**config.mk**
```make
export PLATFORM = sky130hd
export DESIGN_NAME = bus_cycle_monitor
export DESIGN_NICKNAME = d
export VERILOG_FILES = /design/src/rtl/bus_mon_pkg.sv /design/src/rtl/bus_mon_period.sv /design/src/rtl/bus_mon_timer.sv /design/src/rtl/bus_mon_halt.sv /design/src/rtl/bus_cycle_monitor.sv
export SDC_FILE = /design/constraint.sdc
export NUM_CORES = 1
export LEC_CHECK = 0
export BUFFER_PORTS_ARGS = -buffer_cell sky130_fd_sc_hd__buf_2
export CORE_MARGIN = 2
export CORE_UTILIZATION = 55
export CTS_CLUSTER_SIZE = 8
export DETAILED_ROUTE_END_ITERATION = 16
export PLACE_DENSITY = 0.92
export SYNTH_ARGS = -nofsm -noshare
export SYNTH_HDL_FRONTEND = slang
export SYNTH_SLANG_ARGS = --single-unit
```
**constraint.sdc**
```tcl
create_clock -name clk_i -period 4 [get_ports clk_i]
set_input_delay 0 -clock clk_i [delete_from_list [all_inputs] [get_ports clk_i]]
set_output_delay 0 -clock clk_i [all_outputs]
set_load 0.02 [all_outputs]
```
**src/rtl/bus_mon_pkg.sv**
```systemverilog
package bus_mon_pkg;

    typedef enum logic [1:0] {
        PH_IDLE  = 2'd0,
        PH_LAST  = 2'd1,
        PH_FIRST = 2'd2
    } bm_phase_e;

    typedef struct packed {
        logic prev_halt;
        logic req;
        logic flag;
    } halt_state_t;

    function automatic int unsigned period_of(input int unsigned base, input int unsigned code);
        return base >> code;
    endfunction

endpackage

```
**src/rtl/bus_mon_period.sv**
```systemverilog
module bus_mon_period #(
    parameter int unsigned SEL_W       = 2,
    parameter int unsigned BASE_PERIOD = 64,
    localparam int unsigned LIM_W      = $clog2(BASE_PERIOD) + 1,
    localparam int unsigned NUM_CODES  = 1 << SEL_W
) (
    input  logic [SEL_W-1:0] sel_i,
    output logic [LIM_W-1:0] limit_o
);
    logic [LIM_W-1:0] tab [NUM_CODES];

    for (genvar g = 0; g < NUM_CODES; g++) begin : g_tab
        assign tab[g] = LIM_W'(bus_mon_pkg::period_of(BASE_PERIOD, g));
    end

    assign limit_o = tab[sel_i];
endmodule

```
**src/rtl/bus_mon_timer.sv**
```systemverilog
module bus_mon_timer #(
    parameter int unsigned CNT_W = 6,
    localparam int unsigned LIM_W = CNT_W + 1
) (
    input  logic             clk_i,
    input  logic             rst_ni,
    input  logic             start_i,
    input  logic             split_i,
    input  logic [LIM_W-1:0] limit_i,
    input  logic             dsack_i,
    input  logic             avec_i,
    input  logic             abort_i,
    input  logic             clr_i,
    output logic             berr_o
);
    import bus_mon_pkg::*;

    typedef struct packed {
        bm_phase_e        phase;
        logic [CNT_W-1:0] cnt;
        logic [LIM_W-1:0] lim;
        logic             berr;
    } tmr_state_t;

    tmr_state_t state_d, state_q;
    logic       expire;

    assign expire = ({1'b0, state_q.cnt} == (state_q.lim - 1'b1));

    always_comb begin
        state_d      = state_q;
        state_d.berr = 1'b0;
        if (clr_i) begin
            state_d.phase = PH_IDLE;
            state_d.cnt   = '0;
        end else begin
            case (state_q.phase)
                PH_IDLE: begin
                    if (start_i) begin
                        state_d.phase = split_i ? PH_FIRST : PH_LAST;
                        state_d.cnt   = '0;
                        state_d.lim   = limit_i;
                    end
                end
                default: begin
                    if (abort_i || avec_i) begin
                        state_d.phase = PH_IDLE;
                        state_d.cnt   = '0;
                    end else if (dsack_i && state_q.phase == PH_LAST) begin
                        state_d.phase = PH_IDLE;
                        state_d.cnt   = '0;
                    end else if (expire) begin
                        state_d.phase = PH_IDLE;
                        state_d.cnt   = '0;
                        state_d.berr  = 1'b1;
                    end else begin
                        state_d.cnt = state_q.cnt + 1'b1;
                        if (dsack_i) begin
                            state_d.phase = PH_LAST;
                        end
                    end
                end
            endcase
        end
    end

    always_ff @(posedge clk_i or negedge rst_ni) begin
        if (!rst_ni) begin
            state_q <= '{phase: PH_IDLE, cnt: '0, lim: '0, berr: 1'b0};
        end else begin
            state_q <= state_d;
        end
    end

    assign berr_o = state_q.berr;
endmodule

```
**src/rtl/bus_mon_halt.sv**
```systemverilog
module bus_mon_halt (
    input  logic clk_i,
    input  logic rst_ni,
    input  logic halt_i,
    input  logic enable_i,
    input  logic other_rst_i,
    output logic req_o,
    output logic flag_o
);
    import bus_mon_pkg::*;

    halt_state_t state_d, state_q;

    always_comb begin
        state_d           = state_q;
        state_d.prev_halt = halt_i;
        state_d.req       = halt_i && !state_q.prev_halt && enable_i;
        if (state_d.req) begin
            state_d.flag = 1'b1;
        end else if (other_rst_i) begin
            state_d.flag = 1'b0;
        end
    end

    always_ff @(posedge clk_i or negedge rst_ni) begin
        if (!rst_ni) begin
            state_q <= '0;
        end else begin
            state_q <= state_d;
        end
    end

    assign req_o  = state_q.req;
    assign flag_o = state_q.flag;
endmodule

```
**src/rtl/bus_cycle_monitor.sv**
```systemverilog
module bus_cycle_monitor #(
    parameter int unsigned SEL_W       = 2,
    parameter int unsigned BASE_PERIOD = 64,
    localparam int unsigned CNT_W      = $clog2(BASE_PERIOD),
    localparam int unsigned LIM_W      = CNT_W + 1
) (
    input  logic             clk_i,
    input  logic             rst_ni,
    input  logic             cyc_start_i,
    input  logic             cyc_end_i,
    input  logic             dsack_i,
    input  logic             avec_i,
    input  logic             ext_cyc_i,
    input  logic             local_master_i,
    input  logic             narrow_port_i,
    input  logic             word_xfer_i,
    input  logic             halt_i,
    input  logic [SEL_W-1:0] tmo_sel_i,
    input  logic             ext_mon_en_i,
    input  logic             halt_mon_en_i,
    input  logic             other_rst_i,
    output logic             berr_o,
    output logic             sys_rst_req_o,
    output logic             halt_rst_flag_o
);
    logic [LIM_W-1:0] limit;
    logic             start_ok;
    logic             split_word;
    logic             cyc_clr;

    // Only locally started cycles qualify; external ones need their enable.
    assign start_ok   = cyc_start_i && local_master_i && (!ext_cyc_i || ext_mon_en_i);
    assign split_word = narrow_port_i && word_xfer_i;
    assign cyc_clr    = other_rst_i || sys_rst_req_o;

    bus_mon_period #(
        .SEL_W       (SEL_W),
        .BASE_PERIOD (BASE_PERIOD)
    ) period_i (
        .sel_i   (tmo_sel_i),
        .limit_o (limit)
    );

    bus_mon_timer #(
        .CNT_W (CNT_W)
    ) timer_i (
        .clk_i   (clk_i),
        .rst_ni  (rst_ni),
        .start_i (start_ok),
        .split_i (split_word),
        .limit_i (limit),
        .dsack_i (dsack_i),
        .avec_i  (avec_i),
        .abort_i (cyc_end_i),
        .clr_i   (cyc_clr),
        .berr_o  (berr_o)
    );

    bus_mon_halt halt_i0 (
        .clk_i       (clk_i),
        .rst_ni      (rst_ni),
        .halt_i      (halt_i),
        .enable_i    (halt_mon_en_i),
        .other_rst_i (other_rst_i),
        .req_o       (sys_rst_req_o),
        .flag_o      (halt_rst_flag_o)
    );
endmodule

```
==> results of run 1 <==
==> synth_stat cells, types with 2 or more instances <==
cell type  count  area, µm²
o21ai_1        3       15.0
nand3b_1       2       15.0
xnor2_1        3       26.3
nand2_1       12       45.0
dfrtp_1       16        400
nor2_1         6       22.5
ha_1           2       25.0
inv_1          5       18.8
o21ai_0        6       30.0
o22ai_1        2       12.5
nand3_1        4       20.0
==> kinds of logic after synthesis <==
logic type	count (synthesis)	synth area share [%]
flops	16	48.0
buf+inv	5	2.25
fa+ha+maj	2	3.00
compound gates	20	17.6
simple gates	33	20.7
xor+xnor	5	7.06
mux	1	1.35
==> how the worst min path moves through the flow <==
stage,to,slack (ns),cells after the start
after floorplan,halt_i0.flag_o,-0.30,0
after global placement,timer_i.state_q[10],-0.08,1
after detailed placement,timer_i.state_q[9],-0.07,1
after CTS,timer_i.state_q[5],0.002,3
after global routing,timer_i.state_q[14],0.03,4
final,timer_i.state_q[5],0.005,3
==> routing by layer <==
metal  GRT usage [%]  up-vias  wire length, µm
met5               0        -                0
met4            11.3        0               29
met1            30.3      347              788
met2            38.5       26              906
li1                -      354                -
met3            2.55        4               78
==> stage by stage <==
| stage | util (%) | total power, µW | setup WS [ns] | area (µm²) |
|---|---|---|---|---|
| floorplan | - | 240 | 2.16 | 833 |
| global placement | 64.9 | 259 | 2.12 | 943 |
| detailed placement | 64.9 | 264 | 2.03 | 943 |
| CTS | 72.9 | 377 | 1.50 | 1060 |
| global route | 72.9 | 396 | 1.35 | 1060 |
| finish | 72.9 | 376 | 1.46 | 1060 |
==> sequential cells by signal (all words and copies together) (netlist names) <==
| name | cells |
|---|---|
| timer_i.state_q | 12 |
| halt_i0.flag_o | 1 |
| halt_i0.req_o | 1 |
| halt_i0.state_q | 1 |
| timer_i.berr_o | 1 |
==> power groups by stage <==
stage               sequential, µW  combinational (µW)  clock (µW)
finish                         185                83.6         108
detailed placement             187                77.6           0
CTS                            184                83.7         109
global placement               186                73.1           0
floorplan                      186                53.9           0
global route                   187                93.1         116
==> critical path, stage by stage (launching register included) <==
cell and delay, ns:
dfrtp_1 0.41, inv_1 0.08, ha_1 0.21, xor3_1 0.35
or4_4 0.47, o21ai_4 0.26, o31ai_1 0.10, dlygate4sd3_1 0.56
==> timing repair <==
item / in CTS / in global routing
hold endpoints to repair: 21 / 0
gates resized for setup: 0 / 0
hold buffers: 8 / 0
==> final cells by class <==
cell class | instances | area [µm²]
multi-input combinational | 61 | 414
timing repair buffer | 26 | 170
sequential | 16 | 400
tap | 16 | 20.0
inverter | 5 | 18.8
clock buffer | 4 | 36.3
fill | 101 | 394
==> results.sh, run 1 <==
export IMPL_status="finished, final reports clean"
export IMPL_ys_async_sr_fraction_pct=100
export IMPL_tightest_slew_ns=0.507
export IMPL_finalClockSkew_ns=0.00141
export IMPL_clkPwrFrac_pct=28.6
export IMPL_start_kind="flop"
export IMPL_clkSlewWorstSetupHoldPaths_ns=0.10
export IMPL_io_pins=19
export IMPL_drive_gt1_share_pct=25.9
export IMPL_ys_seq_area_share_pct=48.0
export IMPL_ys_ff_latch=16
export IMPL_power_share_switching_pct=28.2
export IMPL_clock_tree_root_cell="clkbuf_4"
export IMPL_pwr_share_seq_pct=49.1
export IMPL_synthCells=82
export IMPL_final_cell_mix="18 x buf_2, 16 x dfrtp_1, 12 x nand2_1"
export IMPL_rsz0062_at_grt="no"
export IMPL_routed_via_density=5.71
export IMPL_vias=731
export IMPL_reg2regPathDepth=7
export IMPL_yosysWarnings=0
export IMPL_die_h_um=42.9
export IMPL_rr_startpoint="timer_i.state_q[4]"
export IMPL_critPathMaxFanout=6
export IMPL_synth_area_um2=833
export IMPL_clockBufferDepth=2
export IMPL_ys_flop_type="dfrtp_1"
export IMPL_gr_usage_all_layers_pct=23.3
export IMPL_arrival_ns=2.72
export IMPL_rows=14
export IMPL_p_switching_uw=106
export IMPL_diodes=0
export IMPL_setup_viol=0
export IMPL_grt_overflow_total=0
export IMPL_path_class="reg2reg"
export IMPL_gp_congestion=0.777
export IMPL_core_area_um2=1450
export IMPL_leakage_uw=0.000486
export IMPL_required_ns=4.18
export IMPL_pwr_share_comb_pct=22.2
export IMPL_reg2reg_setup_slack_ns=1.46
export IMPL_grt_pass1_vias=749
export IMPL_hold_start="tmo_sel_i[1]"
export IMPL_crit_start="timer_i.state_q[4]"
export IMPL_routed_wirelength_um=1800
export IMPL_mappedNetlistNets=100
export IMPL_cts_buffers=3
export IMPL_insertion_delay_ns=0.29
export IMPL_antenna_left=0
export IMPL_first_iter_violations=11
export IMPL_relSlewSlack_pct=65.9
export IMPL_nNetsFinal=131
export IMPL_worstReg2RegEnd="timer_i.state_q[15]"
export IMPL_dieWidth_um=42.9
export IMPL_wl_per_cell_um=14.1
export IMPL_cts_htree_levels=1
export IMPL_worstSetupEndpoint="timer_i.state_q[15]"
export IMPL_hpwl_um=1210
export IMPL_end_kind="flop"
export IMPL_power_density_nw_per_um2=355
export IMPL_final_cell_count_no_fill=128
export IMPL_placed_cells=116
export IMPL_postSynthAreaPerCell_um2=10.2
export IMPL_maxCapViolations=0
export IMPL_io_buffer_count=18
export IMPL_grt_max_degree=17
export IMPL_synth_edf_count=0
export IMPL_post_route_drc_count=0
export IMPL_setup_tns_ns=0
export IMPL_vdd_drop_max_uv=264
export IMPL_hold_ws_ns=0.00535
export IMPL_period_minus_slack_ns=2.54
export IMPL_cts_num_sinks=16
export IMPL_synth_cell_types=32
export IMPL_first_pass_iters=4
export IMPL_antenna_found_initial=0
export IMPL_drv_slew=0
export IMPL_min_path_type="in2reg"
export IMPL_fmax_ghz=0.394
export IMPL_cts_tree="built"
export IMPL_cts_setup_buffers=0
export IMPL_grt_pass1_wl_um=3190
export IMPL_p_int_uw=270
export IMPL_finalHoldViolCount=0
export IMPL_initial_utilization_pct=57.3
export IMPL_design_die_area_um2=1840
export IMPL_area_growth_synth_to_final_pct=27.2
export IMPL_final_common_cell="buf_2"
export IMPL_period_share_pct=63.5
(Power assumes the default switching activity.)
==> run 2, diff against run 1 <==
Settings changed: CORE_UTILIZATION 55 to 46, PLACE_DENSITY 0.92 to 0.83.
Clock period 4 ns to 2.1 ns, I/O delays scaled along.
==> results.sh, run 2 (synthesis results as in run 1) <==
export IMPL_status="finished, final reports clean"
export IMPL_min_path_type="in2async"
export IMPL_finalClockSkew_ns=0.00189
export IMPL_crit_chain="inv_1 -> ha_1 -> xor3_1 -> or4_4 -> o21ai_4 -> o211ai_2"
export IMPL_hpwl_um=1280
export IMPL_rsz0062_at_grt="no"
export IMPL_wl_per_cell_um=13.0
export IMPL_routed_via_density=5.29
export IMPL_drv_slew=0
export IMPL_critPathMaxFanout=6
export IMPL_antenna_found_initial=0
export IMPL_final_common_cell="buf_2"
export IMPL_io_pins=19
export IMPL_cts_buffers=3
export IMPL_relSlewSlack_pct=68.4
export IMPL_largest_reg_flops=12
export IMPL_drive_gt1_share_pct=25.2
export IMPL_routed_wirelength_um=1820
export IMPL_start_kind="flop"
export IMPL_die_h_um=46.6
export IMPL_rows=15
export IMPL_first_pass_iters=4
export IMPL_regMostFlops="timer_i.state_q"
export IMPL_initial_utilization_pct=48.8
export IMPL_cp_slowest_cell="or4_4"
export IMPL_gp_congestion=0.772
export IMPL_insertion_delay_ns=0.29
export IMPL_io_buffer_count=18
export IMPL_clockBufferDepth=2
export IMPL_vias=740
export IMPL_path_class="reg2reg"
export IMPL_place_ws_ns=0.143
export IMPL_cts_resized=0
export IMPL_arrival_ns=2.14
export IMPL_finalHoldViolCount=0
export IMPL_power_density_nw_per_um2=620
export IMPL_grt_pass1_wl_um=2880
export IMPL_diodes=0
export IMPL_setup_viol=0
export IMPL_period_minus_slack_ns=1.97
export IMPL_setup_tns_ns=0
export IMPL_dieWidth_um=46.6
export IMPL_required_ns=2.27
export IMPL_cts_tree="built"
export IMPL_gr_usage_all_layers_pct=19.9
export IMPL_design_die_area_um2=2170
export IMPL_antenna_left=0
export IMPL_grt_max_degree=17
export IMPL_fin_ws_ns=0.133
export IMPL_fin_util_pct=64.1
export IMPL_final_cell_mix="18 x buf_2, 16 x dfrtp_1, 12 x nand2_1"
export IMPL_cts_num_sinks=16
export IMPL_post_route_drc_count=0
export IMPL_tightest_slew_ns=0.470
export IMPL_leakage_uw=0.000493
export IMPL_clock_tree_root_cell="clkbuf_4"
export IMPL_area_growth_synth_to_final_pct=31.4
export IMPL_end_kind="flop"
export IMPL_p_total_uw=679
export IMPL_maxCapViolations=0
export IMPL_grt_pass1_vias=688
export IMPL_fmax_ghz=0.508
export IMPL_grt_overflow_total=0
export IMPL_period_share_pct=93.7
export IMPL_clkSlewWorstSetupHoldPaths_ns=0.09
export IMPL_cts_htree_levels=1
export IMPL_vdd_drop_max_uv=399
export IMPL_core_area_um2=1710
export IMPL_hold_ws_ns=0.136
export IMPL_max_stage_delay_ns=0.46
export IMPL_first_iter_violations=19
export IMPL_nNetsFinal=135
## run 2: cell types whose count changed in the layout (fill, tap and decap cells not counted), sizes merged
cell,before,now
buf,18,19
clkbuf,4,3
dlygate4sd3,8,11
## run 2: per-stage QoR
stage,instance area (µm²),instances
floorplan,833,82
global placement,962,126
detailed placement,962,126
CTS,1090,140
global route,1090,140
finish,1090,140
## run 2: where the power goes
part	total (µW)	switching [µW]	internal, µW
clock	165	98.0	66.8
sequential	350	18.1	332
combinational	164	82.2	82.3
## run 2: final timing paths
path                                         start                  end  slack, ns  cells past startpoint
worst max register to register  timer_i.state_q[4]  timer_i.state_q[11]       0.13                      6
min in group clk_i                          avec_i  timer_i.state_q[10]       0.16                      5
max in group asynchronous                   rst_ni  timer_i.state_q[15]       1.71                      2
worst max-delay path            timer_i.state_q[4]  timer_i.state_q[11]       0.13                      6
worst min register to register  halt_i0.state_q[2]        halt_i0.req_o       0.44                      1
worst min-delay path                        rst_ni  timer_i.state_q[12]       0.14                      2
## run 2: critical path, delay by kind of cell, from the launching register on
| family | cells | cell delay, ns |
|---|---|---|
| AOI/OAI and AO/OA | 2 | 0.37 |
| DFF | 1 | 0.38 |
| buffers and inverters | 1 | 0.08 |
| xor gates and xnor gates | 1 | 0.34 |
| adders and majority gates | 1 | 0.21 |
| and+or+nand+nor | 1 | 0.46 |
## run 2: metal layers
metal	track usage, %	part of all wire [%]
met1	24.0	42
met2	32.2	50
met3	2.35	3.5
met4	14.3	3.8
met5	0	0
## run 2: area by class of cell
| type | count | area [µm²] |
|---|---|---|
| timing repair buffer | 30 | 208 |
| clock buffer | 3 | 22.5 |
| tap | 25 | 31.3 |
| inverter | 5 | 18.8 |
| fill | 135 | 613 |
| sequential | 16 | 400 |
| multi-input combinational | 61 | 414 |
## run 2: timing repair
action | in CTS | in global routing
hold buffers | 11 | 0
endpoints found under the hold margin | 24 | 0
buffers inserted | 0 | 0
